--- config.mk ---
export PLATFORM = sky130hd
export DESIGN_NAME = gf2_outer_mm
export DESIGN_NICKNAME = d
export VERILOG_FILES = /design/src/rtl/gf2mm_pkg.sv /design/src/rtl/gf2mm_cmd_decode.sv /design/src/rtl/gf2mm_col_rotator.sv /design/src/rtl/gf2mm_outer_acc.sv /design/src/rtl/gf2_outer_mm.sv
export SDC_FILE = /design/constraint.sdc
export NUM_CORES = 2
export LEC_CHECK = 0
export BUFFER_PORTS_ARGS = -buffer_cell sky130_fd_sc_hd__buf_2
export CORE_MARGIN = 1
export CORE_UTILIZATION = 47
export CTS_BUF_LIST = sky130_fd_sc_hd__clkbuf_16
export DETAILED_ROUTE_END_ITERATION = 16
export PLACE_DENSITY = 0.72
export SETUP_SLACK_MARGIN = 0.15
export SLEW_MARGIN = 20
export SYNTH_ARGS = -nofsm -noshare
export SYNTH_HDL_FRONTEND = slang
export SYNTH_SLANG_ARGS = --single-unit
--- constraint.sdc ---
create_clock -name clk -period 84.9 [get_ports clk]
set_input_delay 8.49 -clock clk [delete_from_list [all_inputs] [get_ports clk]]
set_output_delay 8.49 -clock clk [all_outputs]
set_load 0.02 [all_outputs]
--- src/rtl/gf2mm_pkg.sv ---
package gf2mm_pkg;
  typedef enum logic [1:0] {
    OP_LOAD_A = 2'b00,
    OP_LOAD_B = 2'b01,
    OP_READ   = 2'b10,
    OP_CLEAR  = 2'b11
  } mm_op_e;
endpackage

--- src/rtl/gf2mm_cmd_decode.sv ---
module gf2mm_cmd_decode
  import gf2mm_pkg::*;
#(
  parameter int CODE_W = 8,
  parameter int IDX_W  = 5
) (
  input  logic              cmd_start,
  input  logic              clk_en,
  input  logic [CODE_W-1:0] cmd_code,
  output logic              fire_any,
  output logic              fire_a,
  output logic              fire_b,
  output logic              fire_rd,
  output logic              fire_clr,
  output logic [IDX_W-1:0]  row_idx
);
  mm_op_e op;
  logic   unused_code_bits;

  assign op               = mm_op_e'(cmd_code[CODE_W-1 -: 2]);
  assign unused_code_bits = ^cmd_code[CODE_W-3:IDX_W];
  assign fire_any         = cmd_start & clk_en;
  assign row_idx          = cmd_code[IDX_W-1:0];

  always_comb begin
    fire_a   = 1'b0;
    fire_b   = 1'b0;
    fire_rd  = 1'b0;
    fire_clr = 1'b0;
    if (fire_any) begin
      unique case (op)
        OP_LOAD_A: fire_a   = 1'b1;
        OP_LOAD_B: fire_b   = 1'b1;
        OP_READ:   fire_rd  = 1'b1;
        OP_CLEAR:  fire_clr = 1'b1;
        default:   fire_a   = 1'b0;
      endcase
    end
  end
endmodule

--- src/rtl/gf2mm_col_rotator.sv ---
module gf2mm_col_rotator #(
  parameter int DIM = 32
) (
  input  logic           clk,
  input  logic           rst,
  input  logic           load_en,
  input  logic [DIM-1:0] load_word,
  input  logic           step_en,
  output logic [DIM-1:0] col_bits
);
  logic [DIM-1:0] rows_q [DIM];

  for (genvar r = 0; r < DIM; r++) begin : g_row
    logic [DIM-1:0] shift_src;
    if (r == DIM-1) begin : g_tail
      assign shift_src = load_word;
    end else begin : g_body
      assign shift_src = rows_q[r+1];
    end

    always_ff @(posedge clk) begin
      if (rst) begin
        rows_q[r] <= '0;
      end else if (load_en) begin
        rows_q[r] <= shift_src;
      end else if (step_en) begin
        rows_q[r] <= {rows_q[r][0], rows_q[r][DIM-1:1]};
      end
    end

    assign col_bits[r] = rows_q[r][0];
  end
endmodule

--- src/rtl/gf2mm_outer_acc.sv ---
module gf2mm_outer_acc #(
  parameter int DIM   = 32,
  parameter int IDX_W = $clog2(DIM)
) (
  input  logic               clk,
  input  logic               rst,
  input  logic               clr,
  input  logic               acc_en,
  input  logic [DIM-1:0]     col_bits,
  input  logic [DIM-1:0]     row_word,
  input  logic [IDX_W-1:0]   rd_idx,
  output logic [DIM-1:0]     rd_word,
  output logic [DIM*DIM-1:0] acc_flat
);
  logic [DIM-1:0] acc_q [DIM];

  for (genvar r = 0; r < DIM; r++) begin : g_acc
    logic [DIM-1:0] term;
    assign term = row_word & {DIM{col_bits[r]}};

    always_ff @(posedge clk) begin
      if (rst || clr) begin
        acc_q[r] <= '0;
      end else if (acc_en) begin
        acc_q[r] <= acc_q[r] ^ term;
      end
    end

    assign acc_flat[r*DIM +: DIM] = acc_q[r];
  end

  assign rd_word = acc_q[rd_idx];
endmodule

--- src/rtl/gf2_outer_mm.sv ---
module gf2_outer_mm #(
  parameter int DIM    = 32,
  parameter int CODE_W = 8
) (
  input  logic              clk,
  input  logic              rst,
  input  logic              clk_en,
  input  logic              cmd_start,
  input  logic [CODE_W-1:0] cmd_code,
  input  logic [DIM-1:0]    cmd_data,
  output logic [DIM-1:0]    rsp_data,
  output logic              cmd_done
);
  localparam int IDX_W = $clog2(DIM);

  logic               fire_any, fire_a, fire_b, fire_rd, fire_clr;
  logic [IDX_W-1:0]   row_idx;
  logic [DIM-1:0]     col_bits;
  logic [DIM-1:0]     rd_word;
  logic [DIM*DIM-1:0] acc_flat;
  logic               done_q;
  logic [DIM-1:0]     rsp_q;

  gf2mm_cmd_decode #(.CODE_W(CODE_W), .IDX_W(IDX_W)) u_dec (
    .cmd_start(cmd_start), .clk_en(clk_en), .cmd_code(cmd_code),
    .fire_any(fire_any), .fire_a(fire_a), .fire_b(fire_b),
    .fire_rd(fire_rd), .fire_clr(fire_clr), .row_idx(row_idx)
  );

  gf2mm_col_rotator #(.DIM(DIM)) u_rot (
    .clk(clk), .rst(rst), .load_en(fire_a), .load_word(cmd_data),
    .step_en(fire_b), .col_bits(col_bits)
  );

  gf2mm_outer_acc #(.DIM(DIM), .IDX_W(IDX_W)) u_acc (
    .clk(clk), .rst(rst), .clr(fire_clr), .acc_en(fire_b),
    .col_bits(col_bits), .row_word(cmd_data), .rd_idx(row_idx),
    .rd_word(rd_word), .acc_flat(acc_flat)
  );

  always_ff @(posedge clk) begin
    if (rst) begin
      done_q <= 1'b0;
      rsp_q  <= '0;
    end else begin
      done_q <= fire_any;
      if (fire_rd) rsp_q <= rd_word;
    end
  end

  assign cmd_done = done_q;
  assign rsp_data = rsp_q;
endmodule

Yosys cells after proc, flatten, opt, wreduce, memory -nomap -nowiden
Memory sizes are Yosys's and may differ from the RTL's. A register that Yosys moved wholly into a read port is not among the register bits.
Index checks and enable logic that the tools add are counted.
- register bits: 1
- memory bits (writable): 2048
- bits of input ports: 44
- output and inout bits: 33
- word-level logic and storage cells: 286
- memories: 2
- memories (memory ; depth ; bits a word ; rd ports ; clocked after Yosys merged registers in ; write ports ; line ; text):
    u_acc.acc_q ; 32 ; 32 ; 33 ; 1 ; 32 ; gf2mm_outer_acc.sv:15 ; logic [DIM-1:0] acc_q [DIM];
    u_rot.rows_q ; 32 ; 32 ; 32 ; 0 ; 32 ; gf2mm_col_rotator.sv:11 ; logic [DIM-1:0] rows_q [DIM];
- equality and inequality tests: 3
- multiplexer cells: 117
- bitwise logic cells: 161
- reductions and logical operators: 2
- operators with widths (kind ; count):
    32-bit two-way mux ; 96
    32-bit bitwise AND ; 32
    32-bit XOR ; 32
    1-bit OR ; 96
    1-bit two-way mux ; 21
    2-bit equality test (second input constant) ; 2
    2-bit by 1-bit equality test with 1-bit output (second input constant) ; 1
    2-bit logical NOT ; 1
    1-bit bitwise AND ; 1
    1-bit logical OR ; 1

Longest topological paths before layout
- depth in word-level cells: 8
- gate-level depth with buffers: 8
- mapped depth without buffers: 5

Hierarchy
From an unflattened synthesis, not the netlist that was laid out.
- cell total of the unflattened synthesis: 8104
- area, all modules: 101979.1 um^2
- by module, submodules not included (module ; instances ; cells an instance ; area an instance (um^2) ; sequential area each (um^2)):
    gf2mm_outer_acc ; 1 ; 5562 ; 57530.2 ; 30749.5
    gf2mm_col_rotator ; 1 ; 2426 ; 43160.1 ; 30749.5
    gf2_outer_mm ; 1 ; 106 ; 1202.4 ; 660.6
    gf2mm_cmd_decode ; 1 ; 10 ; 86.3 ; 0.0

Worst setup path before layout
Ideal clock, no wire load.
- path kind: input to register
- start point: in cmd_start
- end point: mem u_rot.rows_q[0][0], enable pin
- setup time: 2571 ps
- data arrival time: 53934 ps
- data required time: 82329 ps
- slack: 28395 ps
- stages: 2
- buffers on the path: 0
- path through: nand2_1 > o21bai_1
- RTL lines (item ; line ; text):
    from (decl) ; gf2_outer_mm.sv:8 ; input logic cmd_start,
    to (decl) ; gf2mm_col_rotator.sv:11 ;

==> summary.md <==
| Metric | Value |
|---|---|
| Worst-margin pin slew | `1.18 ns` |
| PostCTS Resize Cnt | `0` |
| Final design instance area without fill | `108000 um^2` |
| First-pass DRT Iterations | `5` |
| Register share of total power | `54.1%` |
| Floorplan die area | `214000 um^2` |
| Worst hold-check path type | `flip-flop to flip-flop` |
| Number of unique standard cell types used by synthesis | `28` |
| Core Rows | `168` |
| Via count of the first global-routing pass | `60464` |
| Residual DRC | `0` |
| Kind of end point of the critical path | `flip-flop` |
| Length of routed met2 wiring | `112 mm` |
| Final number of setup-violating endpoints | `0` |
| Floorplan die height | `462 um` |
| Initial antenna violation count | `22` |
| Synthesized instance count | `7920` |
| GPL Wtd Cong | `0.776` |
| Leakage power figure | `39.7 nW` |
| Highest routing layer actually used | `met4` |
| Total internal power | `1.71 mW` |
| Layout net count | `7610` |
| Ratio of cells with drive above 1 in the final layout | `6.41%` |
| Top area cells in the synthesized netlist | `sky130_fd_sc_hd__edfxtp_1 (62%), sky130_fd_sc_hd__a22o_1 (9.0%), sky130_fd_sc_hd__xor2_1 (9.0%), sky130_fd_sc_hd__mux2i_1 (5.2%), sky130_fd_sc_hd__nor2_1 (4.0%)` |
| Number of sinks handled by clock tree synthesis | `2081` |
| Die Span X | `462 um` |
| Clock buffer count from CTS | `201` |
| Total power per unit cell area | `20.9 nW/um^2` |
| Synthesized netlist net count | `7964` |
| Final wirelength | `235 mm` |
| Post-CTS Hold Buffers | `0` |
| Port Buffer Count | `75` |
| Most instantiated library cell after synthesis | `sky130_fd_sc_hd__edfxtp_1` |
| Kind of start point of the critical path | `primary input` |
| Ports | `77` |
| Maximum number of pins on one net before global-route repair | `261` |
| DR iter-0 viols | `7861` |
| Final Util | `51.3%` |
| Fmax | `76.0 MHz` |
| Total Routing Usage GR | `21.5%` |
| Placement-stage cell area | `101000 um^2` |
| Count of vias placed by the detailed router | `62292` |
| Total gr overflow | `0` |
| Worst-case vdd ir drop | `0.0238 mV` |
| Worst Path Max Fanout | `192` |
| Critical Path AT | `13.58 ns` |
| Async S/R FF share, synth | `0%` |
| Number of levels in the clock H-tree | `4` |
| Status | `complete, no violations` |
| Sum of negative setup slack | `0 ns` |
| Critical path class | `primary input to flip-flop` |
| Clock buffer depth | `3` |
| WL per Instance | `22.3 um` |
| Synthesized cell area | `99500 um^2` |
| Clock skew | `0.0383 ns` |
| Cell chosen for the clock root | `sky130_fd_sc_hd__clkbuf_16` |
| Part of the power in the clock network | `38.4%` |
| Per-instance average area after synthesis | `12.6 um^2` |
| Number of maximum-capacitance constraint violations | `0` |
| Area of the core | `210000 um^2` |
| Total of warnings raised by yosys | `0` |
| Clock transition at path regs | `0.06 ns` |
| Count of buffers added by post-CTS timing repair for setup | `0` |
| Required time worst endpoint | `85.34 ns` |
| Final Hold Viols | `0` |
| Area growth from synthesis to layout | `8.17%` |
| Final HPWL DP | `120 mm` |
| Total net switching power | `0.541 mW` |
| Final clock period utilization by the worst path | `15.5%` |
| RSZ-0062 raised after global routing | `no` |
| Switching part of the total | `24.0%` |
| CTS tree | `built` |
| M1 wire length | `97.3 mm` |
| Count of pins over their slew limit | `0` |
| First-pass GRT wire length | `357 mm` |
| Synth area leader | `sky130_fd_sc_hd__edfxtp_1` |
| Number of enable-type register cells in the synthesized netlist | `2048` |
| Leading post-synthesis cells by instance count | `sky130_fd_sc_hd__edfxtp_1 (2048), sky130_fd_sc_hd__nor2_1 (1058), sky130_fd_sc_hd__nand2_1 (1027)` |
| Share of Yosys cell area claimed by the top area cell type | `61.8%` |
| Routed via count divided by cell count | `5.91` |
| Leading register cell type out of synthesis | `sky130_fd_sc_hd__edfxtp_1` |
| Initial core utilization | `47.4%` |
| Slack of the worst reg-to-reg path | `82.52 ns` |
| Post-route ant nets | `0` |
| Detailed route wirelength on metal3 | `19.5 mm` |
| Logic pwr share | `7.6%` |
| Headroom to the max-slew limit | `21.6%` |
| Clock latency at the later pin of the worst-skew pair | `0.84 ns` |
| Sequential-to-total area share from yosys stat | `62.5%` |
| Number of storage elements in the synthesis netlist | `2081` |
| Min cycle time layout | `13.15 ns` |
==> area by class of cell <==
cell class	instances	area, um^2
diodes	6	15.0
clock buffers	205	5130
flip-flops and latches	2081	62200
fillers	17471	102000
well taps	2805	3510
repair buffers	176	1390
clock inverters	169	1150
multi-input cells	5106	34300
==> power groups by stage <==
stage	Combinational, mW	Sequential [mW]	Clock, mW
global placement	0.163	1.24	0
detailed placement	0.167	1.24	0
global route	0.182	1.22	0.915
CTS	0.168	1.22	0.876
finish	0.170	1.22	0.864
floorplan	0.118	1.30	0
==> layer usage <==
| layer | up-vias | track usage [%] |
|---|---|---|
| li1 | 28035 | - |
| met5 | - | 0 |
| met4 | 0 | 6.17 |
| met1 | 31559 | 29.8 |
| met2 | 2307 | 34.7 |
| met3 | 391 | 3.61 |
==> path summary, 6_finish.rpt <==
kind / startpoint / endpoint / cells after the start
min reg2reg: rsp_data[21] / rsp_data[21] / 2
max: rst / u_rot.rows_q[0][5] / 7
min: rsp_data[21] / rsp_data[21] / 2
max reg2reg: u_rot.rows_q[7][96] / u_acc.acc_q[31][20] / 4
==> logic make-up after synthesis <==
logic type      count (synthesis)  share of synthesized area (%)
simple gates                 2127                           8.18
flops                        2081                           62.5
compound gates               1443                           12.0
xor+xnor                     1024                           9.01
buf+inv                       733                           3.18
mux                           512                           5.15
==> worst max-delay path, stage by stage <==
cell and delay, ns:
sky130_fd_sc_hd__buf_4 0.77, sky130_fd_sc_hd__o21bai_4 0.59, sky130_fd_sc_hd__buf_4 0.92, sky130_fd_sc_hd__buf_4 0.56
sky130_fd_sc_hd__buf_16 0.32, sky130_fd_sc_hd__buf_12 0.65, sky130_fd_sc_hd__buf_4 0.91
==> registers in the layout, summed over array words and instances (netlist names) <==
signal,count
rsp_data,32
cmd_done,1
u_rot.rows_q,1024
u_acc.acc_q,1024
==> through the flow <==
step	hold WS [ns]	power [mW]	setup slack, ns	std cells
floorplan	0.518	1.41	28.40	7920
global placement	0.498	1.40	70.89	10164
detailed placement	0.496	1.41	70.80	10164
CTS	0.505	2.26	71.69	10538
global route	0.519	2.32	71.53	10544
finish	0.501	2.25	71.75	10548
==> cells in the final DEF (no fill, tap or decap), drive strengths merged, types with 6 or more instances in the layout <==
| cell | Yosys | layout |
|---|---|---|
| a211oi | 32 | 32 |
| a21oi | 128 | 128 |
| a22o | 1024 | 1024 |
| a22oi | 256 | 256 |
| buf | 191 | 176 |
| bufinv | 0 | 12 |
| clkbuf | 542 | 205 |
| clkinv | 0 | 105 |
| dfxtp | 33 | 33 |
| diode | 0 | 6 |
| edfxtp | 2048 | 2048 |
| inv | 0 | 52 |
| mux2i | 512 | 512 |
| nand2 | 1027 | 1027 |
| nor2 | 1058 | 1058 |
| or4 | 32 | 32 |
| xor2 | 1024 | 1024 |
No activity file was read; power rests on OpenSTA's default activity.
